--- config.mk ---
export PLATFORM = sky130hd
export DESIGN_NAME = dram_page_reader
export DESIGN_NICKNAME = d
export VERILOG_FILES = /design/src/rtl/dram_pkg.sv /design/src/rtl/dram_cycle_timer.sv /design/src/rtl/dram_open_row.sv /design/src/rtl/dram_idle_watch.sv /design/src/rtl/dram_page_reader.sv
export SDC_FILE = /design/constraint.sdc
export NUM_CORES = 1
export LEC_CHECK = 0
export ABC_AREA = 1
export ABC_CLOCK_PERIOD_IN_PS = 2400
export BUFFER_PORTS_ARGS = -buffer_cell sky130_fd_sc_hd__buf_4
export CAP_MARGIN = 20
export CORE_MARGIN = 4
export CORE_UTILIZATION = 56
export CTS_CLUSTER_SIZE = 30
export DETAILED_ROUTE_END_ITERATION = 7
export PLACE_DENSITY = 0.86
export SLEW_MARGIN = 20
export SYNTH_ARGS = -nofsm -noshare
export SYNTH_HDL_FRONTEND = slang
export SYNTH_SLANG_ARGS = --single-unit
--- constraint.sdc ---
create_clock -name clk -period 2.4 [get_ports clk]
set_input_delay 0.24 -clock clk [delete_from_list [all_inputs] [get_ports clk]]
set_output_delay 0.24 -clock clk [all_outputs]
set_load 0.01 [all_outputs]
--- src/rtl/dram_pkg.sv ---
package dram_pkg;
  typedef enum logic [3:0] {
    ST_CLOSED,
    ST_ROW,
    ST_RAS,
    ST_COL,
    ST_CAS,
    ST_CP,
    ST_OPEN,
    ST_PRE
  } ctl_state_e;

  function automatic int max_of2(input int a, input int b);
    return (a > b) ? a : b;
  endfunction
endpackage

--- src/rtl/dram_cycle_timer.sv ---
module dram_cycle_timer #(
  parameter int W = 3
) (
  input  logic         clk,
  input  logic         rst_n,
  input  logic         load,
  input  logic [W-1:0] load_val,
  output logic         expired
);
  logic [W-1:0] cnt_q;

  always_ff @(posedge clk or negedge rst_n) begin
    if (!rst_n)             cnt_q <= '0;
    else if (load)          cnt_q <= load_val;
    else if (cnt_q != '0)   cnt_q <= cnt_q - 1'b1;
  end

  assign expired = (cnt_q == '0);
endmodule

--- src/rtl/dram_open_row.sv ---
module dram_open_row #(
  parameter int ROW_W = 8
) (
  input  logic             clk,
  input  logic             rst_n,
  input  logic             open_set,
  input  logic             open_clr,
  input  logic [ROW_W-1:0] set_row,
  input  logic [ROW_W-1:0] cmp_row,
  output logic             is_open,
  output logic             hit
);
  logic [ROW_W-1:0] row_q;
  logic             vld_q;

  always_ff @(posedge clk or negedge rst_n) begin
    if (!rst_n) begin
      row_q <= '0;
      vld_q <= 1'b0;
    end else if (open_clr) begin
      vld_q <= 1'b0;
    end else if (open_set) begin
      row_q <= set_row;
      vld_q <= 1'b1;
    end
  end

  assign is_open = vld_q;
  assign hit     = vld_q && (cmp_row == row_q);
endmodule

--- src/rtl/dram_idle_watch.sv ---
module dram_idle_watch #(
  parameter int LIMIT = 8
) (
  input  logic clk,
  input  logic rst_n,
  input  logic counting,
  output logic expire
);
  localparam int CW = $clog2(LIMIT + 1);
  logic [CW-1:0] cnt_q;

  always_ff @(posedge clk or negedge rst_n) begin
    if (!rst_n)         cnt_q <= '0;
    else if (!counting) cnt_q <= '0;
    else if (!expire)   cnt_q <= cnt_q + 1'b1;
  end

  assign expire = counting && (cnt_q == CW'(LIMIT - 1));
endmodule

--- src/rtl/dram_page_reader.sv ---
module dram_page_reader
  import dram_pkg::*;
#(
  parameter int ROW_W      = 8,
  parameter int COL_W      = 8,
  parameter int DATA_W     = 16,
  parameter int TRCD       = 2,
  parameter int TCAS       = 2,
  parameter int TCP        = 1,
  parameter int TRP        = 2,
  parameter int IDLE_LIMIT = 8,
  parameter bit EDO        = 1'b0,
  localparam int ADDR_W    = (ROW_W > COL_W) ? ROW_W : COL_W
) (
  input  logic              clk,
  input  logic              rst_n,
  input  logic              req_valid,
  output logic              req_ready,
  input  logic [ROW_W-1:0]  req_row,
  input  logic [COL_W-1:0]  req_col,
  output logic              rsp_valid,
  output logic [DATA_W-1:0] rsp_data,
  output logic [ADDR_W-1:0] dram_addr,
  output logic              dram_ras_n,
  output logic              dram_cas_n,
  output logic              dram_we_n,
  output logic              dram_oe_n,
  input  logic [DATA_W-1:0] dram_dq
);
  localparam int TMAX = max_of2(max_of2(TRCD, TCAS), max_of2(TCP, TRP));
  localparam int TW   = $clog2(TMAX + 1);

  ctl_state_e       st_q, st_nx;
  logic [ROW_W-1:0] row_q;
  logic [COL_W-1:0] col_q;
  logic             fire;
  logic             tmr_load, tmr_zero;
  logic [TW-1:0]    tmr_val;
  logic             row_open, row_hit;
  logic             idle_expire;
  logic             pend_row_q;
  logic             page_rd_q;
  logic             oe_act;

  assign req_ready = (st_q == ST_CLOSED) || (st_q == ST_OPEN);
  assign fire      = req_valid && req_ready;

  dram_cycle_timer #(.W(TW)) timer_i (
    .clk(clk), .rst_n(rst_n), .load(tmr_load), .load_val(tmr_val), .expired(tmr_zero)
  );

  dram_open_row #(.ROW_W(ROW_W)) rowtrk_i (
    .clk(clk), .rst_n(rst_n),
    .open_set(st_q == ST_ROW), .open_clr(st_q == ST_PRE),
    .set_row(row_q), .cmp_row(req_row),
    .is_open(row_open), .hit(row_hit)
  );

  dram_idle_watch #(.LIMIT(IDLE_LIMIT)) idle_i (
    .clk(clk), .rst_n(rst_n),
    .counting((st_q == ST_OPEN) && !req_valid),
    .expire(idle_expire)
  );

  always_comb begin
    st_nx    = st_q;
    tmr_load = 1'b0;
    tmr_val  = '0;
    case (st_q)
      ST_CLOSED: if (fire) st_nx = ST_ROW;
      ST_ROW: begin
        st_nx    = ST_RAS;
        tmr_load = 1'b1;
        tmr_val  = TW'(TRCD - 1);
      end
      ST_RAS: if (tmr_zero) st_nx = ST_COL;
      ST_COL: begin
        st_nx    = ST_CAS;
        tmr_load = 1'b1;
        tmr_val  = TW'(TCAS - 1);
      end
      ST_CAS: if (tmr_zero) begin
        st_nx    = ST_CP;
        tmr_load = 1'b1;
        tmr_val  = TW'(TCP - 1);
      end
      ST_CP: if (tmr_zero) st_nx = ST_OPEN;
      ST_OPEN: begin
        if (fire && row_hit) begin
          st_nx = ST_COL;
        end else if (fire || idle_expire) begin
          st_nx    = ST_PRE;
          tmr_load = 1'b1;
          tmr_val  = TW'(TRP - 1);
        end
      end
      ST_PRE: if (tmr_zero) st_nx = pend_row_q ? ST_ROW : ST_CLOSED;
      default: st_nx = ST_CLOSED;
    endcase
  end

  always_ff @(posedge clk or negedge rst_n) begin
    if (!rst_n) begin
      st_q       <= ST_CLOSED;
      row_q      <= '0;
      col_q      <= '0;
      pend_row_q <= 1'b0;
      page_rd_q  <= 1'b0;
    end else begin
      st_q <= st_nx;
      if (fire) begin
        row_q <= req_row;
        col_q <= req_col;
      end
      if (st_q == ST_OPEN) pend_row_q <= fire;
      if (st_q == ST_PRE)      page_rd_q <= 1'b0;
      else if (st_q == ST_CAS) page_rd_q <= 1'b1;
    end
  end

  always_ff @(posedge clk or negedge rst_n) begin
    if (!rst_n) begin
      rsp_valid <= 1'b0;
      rsp_data  <= '0;
    end else begin
      rsp_valid <= (st_q == ST_CAS) && tmr_zero;
      if ((st_q == ST_CAS) && tmr_zero) rsp_data <= dram_dq;
      else if (!EDO)                    rsp_data <= '0;
    end
  end

  always_comb begin
    case (st_q)
      ST_ROW, ST_RAS:                 dram_addr = ADDR_W'(row_q);
      ST_COL, ST_CAS, ST_CP, ST_OPEN: dram_addr = ADDR_W'(col_q);
      default:                        dram_addr = '0;
    endcase
  end

  assign dram_ras_n = !((st_q == ST_RAS) || (st_q == ST_COL) || (st_q == ST_CAS) ||
                        (st_q == ST_CP) || (st_q == ST_OPEN));
  assign dram_cas_n = (st_q != ST_CAS);
  assign dram_we_n  = 1'b1;
  assign oe_act     = (st_q == ST_CAS) ||
                      (EDO && page_rd_q &&
                       ((st_q == ST_CP) || (st_q == ST_OPEN) || (st_q == ST_COL)));
  assign dram_oe_n  = !oe_act;

  assert_cas_after_ras_R2: assert property (@(posedge clk) disable iff (!rst_n)
    $fell(dram_cas_n) |-> ($past(dram_ras_n) == 1'b0));
  assert_col_stable_R3: assert property (@(posedge clk) disable iff (!rst_n)
    (!dram_cas_n && $past(!dram_cas_n)) |-> $stable(dram_addr));
  assert_open_row_held_R4: assert property (@(posedge clk) disable iff (!rst_n)
    !dram_ras_n |-> row_open);
  assert_close_clears_row_R5: assert property (@(posedge clk) disable iff (!rst_n)
    $rose(dram_ras_n) |=> !row_open);
  assert_ready_drops_R7: assert property (@(posedge clk) disable iff (!rst_n)
    (req_valid && req_ready) |=> !req_ready);
  assert_single_pulse_R8: assert property (@(posedge clk) disable iff (!rst_n)
    rsp_valid |=> !rsp_valid);

  generate
    if (EDO) begin : g_edo_chk
      assert_edo_hold_R10: assert property (@(posedge clk) disable iff (!rst_n)
        !rsp_valid |-> $stable(rsp_data));
    end else begin : g_std_chk
      assert_idle_zero_R9: assert property (@(posedge clk) disable iff (!rst_n)
        !rsp_valid |-> (rsp_data == '0));
    end
  endgenerate
endmodule

Word-level counts from Yosys, hierarchy flattened
Index checks and enable logic that the tools add are counted.

Add/sub/neg operators: 2. Eq/ne operators: 17. Muxes and demuxes: 24. Bitwise operators: 1. Reduce and logical (&&, ||, !) cells: 25.

Operators with widths (number): 2-to-1 mux 4 bit (9); one-hot mux 4 bit (8 select lines) (1); == test 4 x 3 -> 1 bit, second input constant (5); 2-to-1 mux 16 bit (1); one-hot mux 8 bit (2 select lines) (1); != test 2 bit, second input constant (6); == test 4 x 2 -> 1 bit, second input constant (2); == test 8 bit (1); 2-to-1 mux 1 bit (8); logical AND 1 bit (6); logical OR 1 bit (6); AND reduction 6 bit (1); nonzero test 2 bit (3); adder 4 x 1 -> 4 bit, second input constant (1); == test 4 x 1 -> 1 bit, second input constant (1); logical NOT 4 bit (1); 2-to-1 mux 2 bit (2); != test 4 x 3 -> 1 bit, second input constant (1); OR reduction 2 bit (2); OR reduction 4 bit (1); logical NOT 1 bit (3); != test 3 x 1 -> 1 bit, second input constant (1); one-hot mux 1 bit (3 select lines) (1); logical NOT 2 bit (1); 4 further kinds (4).

Register bits after elaboration: 53. Bits of input ports: 35. Output and inout bits: 30. Word-level logic and storage cells: 79.

Logic depth before layout (Yosys ltp)
Depth in word-level cells: 8. Depth in mapped cells: 12. Mapped depth without buffers: 12.

Cells and area by module
Synthesis repeated with hierarchy kept, for this count alone.

Cell total of the unflattened synthesis: 324. Area total of the unflattened synthesis: 2690.1 sq um.

Modules (own cells, without submodules): dram_page_reader (instances 1, cells each 209, area each 1820.5 sq um, sequential area each 925.9 sq um); dram_open_row (instances 1, cells each 69, area each 530.5 sq um, sequential area each 225.2 sq um); dram_idle_watch (instances 1, cells each 29, area each 219.0 sq um, sequential area each 100.1 sq um); dram_cycle_timer (instances 1, cells each 17, area each 120.1 sq um, sequential area each 50.0 sq um).

Worst setup path before layout
Ideal clock, no wire load.

Path kind: register to output. From: reg st_q[0]. To: out dram_addr[0]. Arrival time: 1.448 ns. Required time: 2.160 ns. Slack: 0.712 ns. Stages on the path, launching flop included: 6. Buffers on the path: 1. Cells stage by stage: dfrtp_1 buf_6 inv_1 ha_1 nor3_1 o22ai_1.

Longest elaborated chain between the ends: 3. Elaborated cells between the ends (all ways): 9. Those cells by class: eq/ne (6); mux (1); reduce/logical (2).

RTL lines: start, declared (RTL line dram_page_reader.sv:33) `ctl_state_e st_q, st_nx;`; start signal, assigned (RTL line dram_page_reader.sv:110) `st_q <= st_nx;`; == test 4 x 3 -> 1 bit (tied with other cells) (RTL line dram_page_reader.sv:133) `case (st_q)`; OR reduction 4 bit / OR reduction 2 bit (equally long branches) (RTL line dram_page_reader.sv:133); one-hot mux 8 bit (2 select lines) * (RTL line dram_page_reader.sv:133); end, declared (RTL line dram_page_reader.sv:23) `output logic [ADDR_W-1:0] dram_addr,`.

Mark *: on every way between the ends. The rest lies on a longest branch, timed or not.

Worst setup path in the final report
Same ends and word-level chain as after synthesis.

==> impl_metrics.toml <==
[cts]
clkSinkCount = 52
clk_pin_slew_worst_paths_ns = 0.09
cts_buffer_depth = 2
cts_tree = "done"
post_cts_buffers = 0
numCtsBuffers = 5
cts.htree.levels = 2
clk_latency_ns = 0.30
cts_root_buf = "clkbuf_8"

[yosys]
synth_cell_type_count = 26
avgSynthCellArea_um2 = 8.40
ys_ff_latch = 52
yosysWarnings = 0
yosys-top-cells-area = "dfrtp_1, inv_1, nand2_1"
ys.flop_type = "dfrtp_1"
post-synth-top-area-cell = "dfrtp_1"
synth_edf_count = 0
async_reset_ff_share_pct = 100
syn_area_um2 = 2400
yosys.cell_count.top_type = "inv_1"
synthTopCellsByCount = "inv_1, dfrtp_1, nand2_1, nor2_1, o21ai_0"
syn_nets = 326
ys_seq_area_share_pct = 54.2
netlist_instances = 286
yosysTopAreaCellShare_pct = 54.2

[power_and_ir_drop]
p_leak_nw = 1.72
ir_worst_vdd_mv = 0.630
sequentialPowerShare_pct = 37.6
clkPwrFrac_pct = 14.5
cellPowerDensity_nw_per_um2 = 1150
combPwrFrac_pct = 48.0
power.total_mw = 3.47
p_int_mw = 2.07
switching_share_pct = 40.3
p_switching_mw = 1.40

[sta]
rsz0062_at_grt = "no"
timing.fmax_ghz = 0.463
post-route-period-util_pct = 90.1
slew_headroom_pct = 57.5
setup_violations = 0
period_needed_ns = 2.16
final_hold_viol_count = 0
skew_ns = 0.0104
tns_ns = 0
drv_slew = 0
worst_pin_slew_ns = 0.637

[worst_hold_path]
whs_path_depth = 3
hp-class = "in2reg"

[worst_setup_path]
crit_required_ns = 2.16
worst_path_max_delay_cell = "dfrtp_1"
worstPathArrival_ns = 1.92
criticalPathCategory = "reg2out"
r2r_cells = 10
max_stage_delay_ns = 0.53
path_cells = "inv_1 > ha_1 > nor3_1 > buf_4 > o22ai_1 > buf_4"
endpoint_kind = "output pin"
cp_common_cell = "buf_4"
cp-start-kind = "flip-flop"
cp_max_fo = 9

[grt]
antenna_found_initial = 0
grt_pass1_wl_um = 8530
grt_pass1_vias = 1961
grt_overflow = 0
grt_max_degree = 53
grt_usage_pct = 20.8

[die]
fp.coreArea_um2 = 4090
placementRows = 23
start_util_pct = 58.8
io_pins = 65
die_area_um2 = 5400
die_h_um = 73.5
fp.dieW_um = 73.5

[drt]
drc = 0
vias = 1962
routedWlPerCell_um = 12.4
drt_first_pass_iters = 4
antenna_left = 0
first_iter_violations = 117
vias_per_cell = 4.88
routed_wl_um = 5000

[final_layout]
nNetsFinal = 391
layout-drive-gt1-share_pct = 23.9
utilization_pct = 73.6
nFillCells = 297
area_growth_pct = 25.3
diodes = 0
fin_cells = 402

[outcome]
status = "finished, final reports clean"

[placement]
place_hpwl_um = 3740
portBuffers = 63
routabilityCongestion = 0.817
dp_cells = 393

[job]
cap_violations = 0
==> per-stage QoR <==
step | setup WS [ns] | area (um2) | hold WS, ns
5_1_grt | 0.104 | 3010 | 0.138
3_5_place_dp | 0.578 | 2900 | 0.311
4_1_cts | 0.235 | 3010 | 0.141
3_3_place_gp | 0.652 | 2900 | 0.308
6_report | 0.239 | 3010 | 0.147
2_1_floorplan | 0.712 | 2400 | -0.0556
==> final timing paths <==
| path | from | end | slack (ns) |
|---|---|---|---|
| max | st_q[0]$_DFFE_PN0P_ | dram_addr[0] | 0.24 |
| min | dram_dq[10] | rsp_data[10]$_DFF_PN0_ | 0.15 |
| max reg2reg | st_q[0]$_DFFE_PN0P_ | timer_i.cnt_q[0]$_DFFE_PN0P_ | 0.56 |
| min reg2reg | rowtrk_i.row_q[0]$_DFFE_PN0P_ | rowtrk_i.row_q[0]$_DFFE_PN0P_ | 0.49 |
| max in group asynchronous | rst_n | rsp_data[9]$_DFF_PN0_ | 1.47 |
| min in group asynchronous | rst_n | rowtrk_i.row_q[3]$_DFFE_PN0P_ | 0.49 |
==> logic make-up (layout without fill, tap and decap cells) <==
family / after synthesis / after routing / share of synthesized area [%]
xor gates and xnor gates: 3 / 3 / 1.09
adders and majority gates: 5 / 5 / 2.61
other: 1 / 1 / 0.156
DFF: 52 / 52 / 54.2
buffers and inverters: 68 / 134 / 11.4
AOI/OAI and AO/OA: 49 / 49 / 11.2
and+or+nand+nor: 108 / 108 / 19.4
==> flip-flops by register name, indices dropped and copies added, names as in the netlist <==
register          flops
st_q                  3
rsp_data             16
timer_i.cnt_q         2
rsp_valid             1
col_q                 8
pend_row_q            1
rowtrk_i.row_q        8
idle_i.cnt_q          4
row_q                 8
rowtrk_i.is_open      1
==> layout make-up <==
cell class | instances | area, um2 | share of cell area (%)
inverters | 60 | 225 | 7.49
repair buffers | 66 | 498 | 16.6
multi-input cells | 166 | 827 | 27.5
well taps | 50 | 62.6 | 2.08
clock buffers | 7 | 86.3 | 2.87
clock inverters | 1 | 7.51 | 0.250
flip-flops and latches | 52 | 1300 | 43.3
==> power by group through the flow <==
stage          clock network (mW)  registers [mW]  logic [mW]
3_3_place_gp                    0            1.30        1.61
5_1_grt                     0.556            1.33        1.90
4_1_cts                     0.511            1.30        1.68
3_5_place_dp                    0            1.31        1.67
2_1_floorplan                   0            1.28        1.08
6_report                    0.502            1.30        1.66
==> worst max-delay path: cells and delay by family, from the launching register on <==
| family | cells | cell delay [ns] |
|---|---|---|
| adder cells (fa/ha/maj) | 1 | 0.23 |
| flip-flops | 1 | 0.53 |
| AND/OR/NAND/NOR | 1 | 0.26 |
| buffers and inverters | 3 | 0.52 |
| AO/OA/AOI/OAI | 1 | 0.08 |
==> placed cells by master, fill, tap and decap left out, types with 2 or more instances in the layout <==
master,instances
buf_4,65
inv_1,57
dfrtp_1,52
nand2_1,47
nor2_1,43
o21ai_0,19
a21oi_1,18
o22ai_1,8
nand3_1,6
clkbuf_8,6
ha_1,5
nor3_1,4
inv_2,3
nand2_4,3
nor2_2,2
xnor2_1,2
nand3_2,2
==> metal layers <==
layer  vias up  global-route usage (%)  part of all wire [%]
li1       1000                       -                     -
met1       882                    25.8                    43
met2        67                    34.3                    48
met3        13                    5.75                   7.3
met4         0                    8.05                   2.4
met5         -                       0                     0
==> what timing repair did <==
action                                 CTS  global route
hold buffers                             1             0
resized for setup                        0             0
endpoints found under the hold margin   47             0
Power figures use the tool's default switching activity.
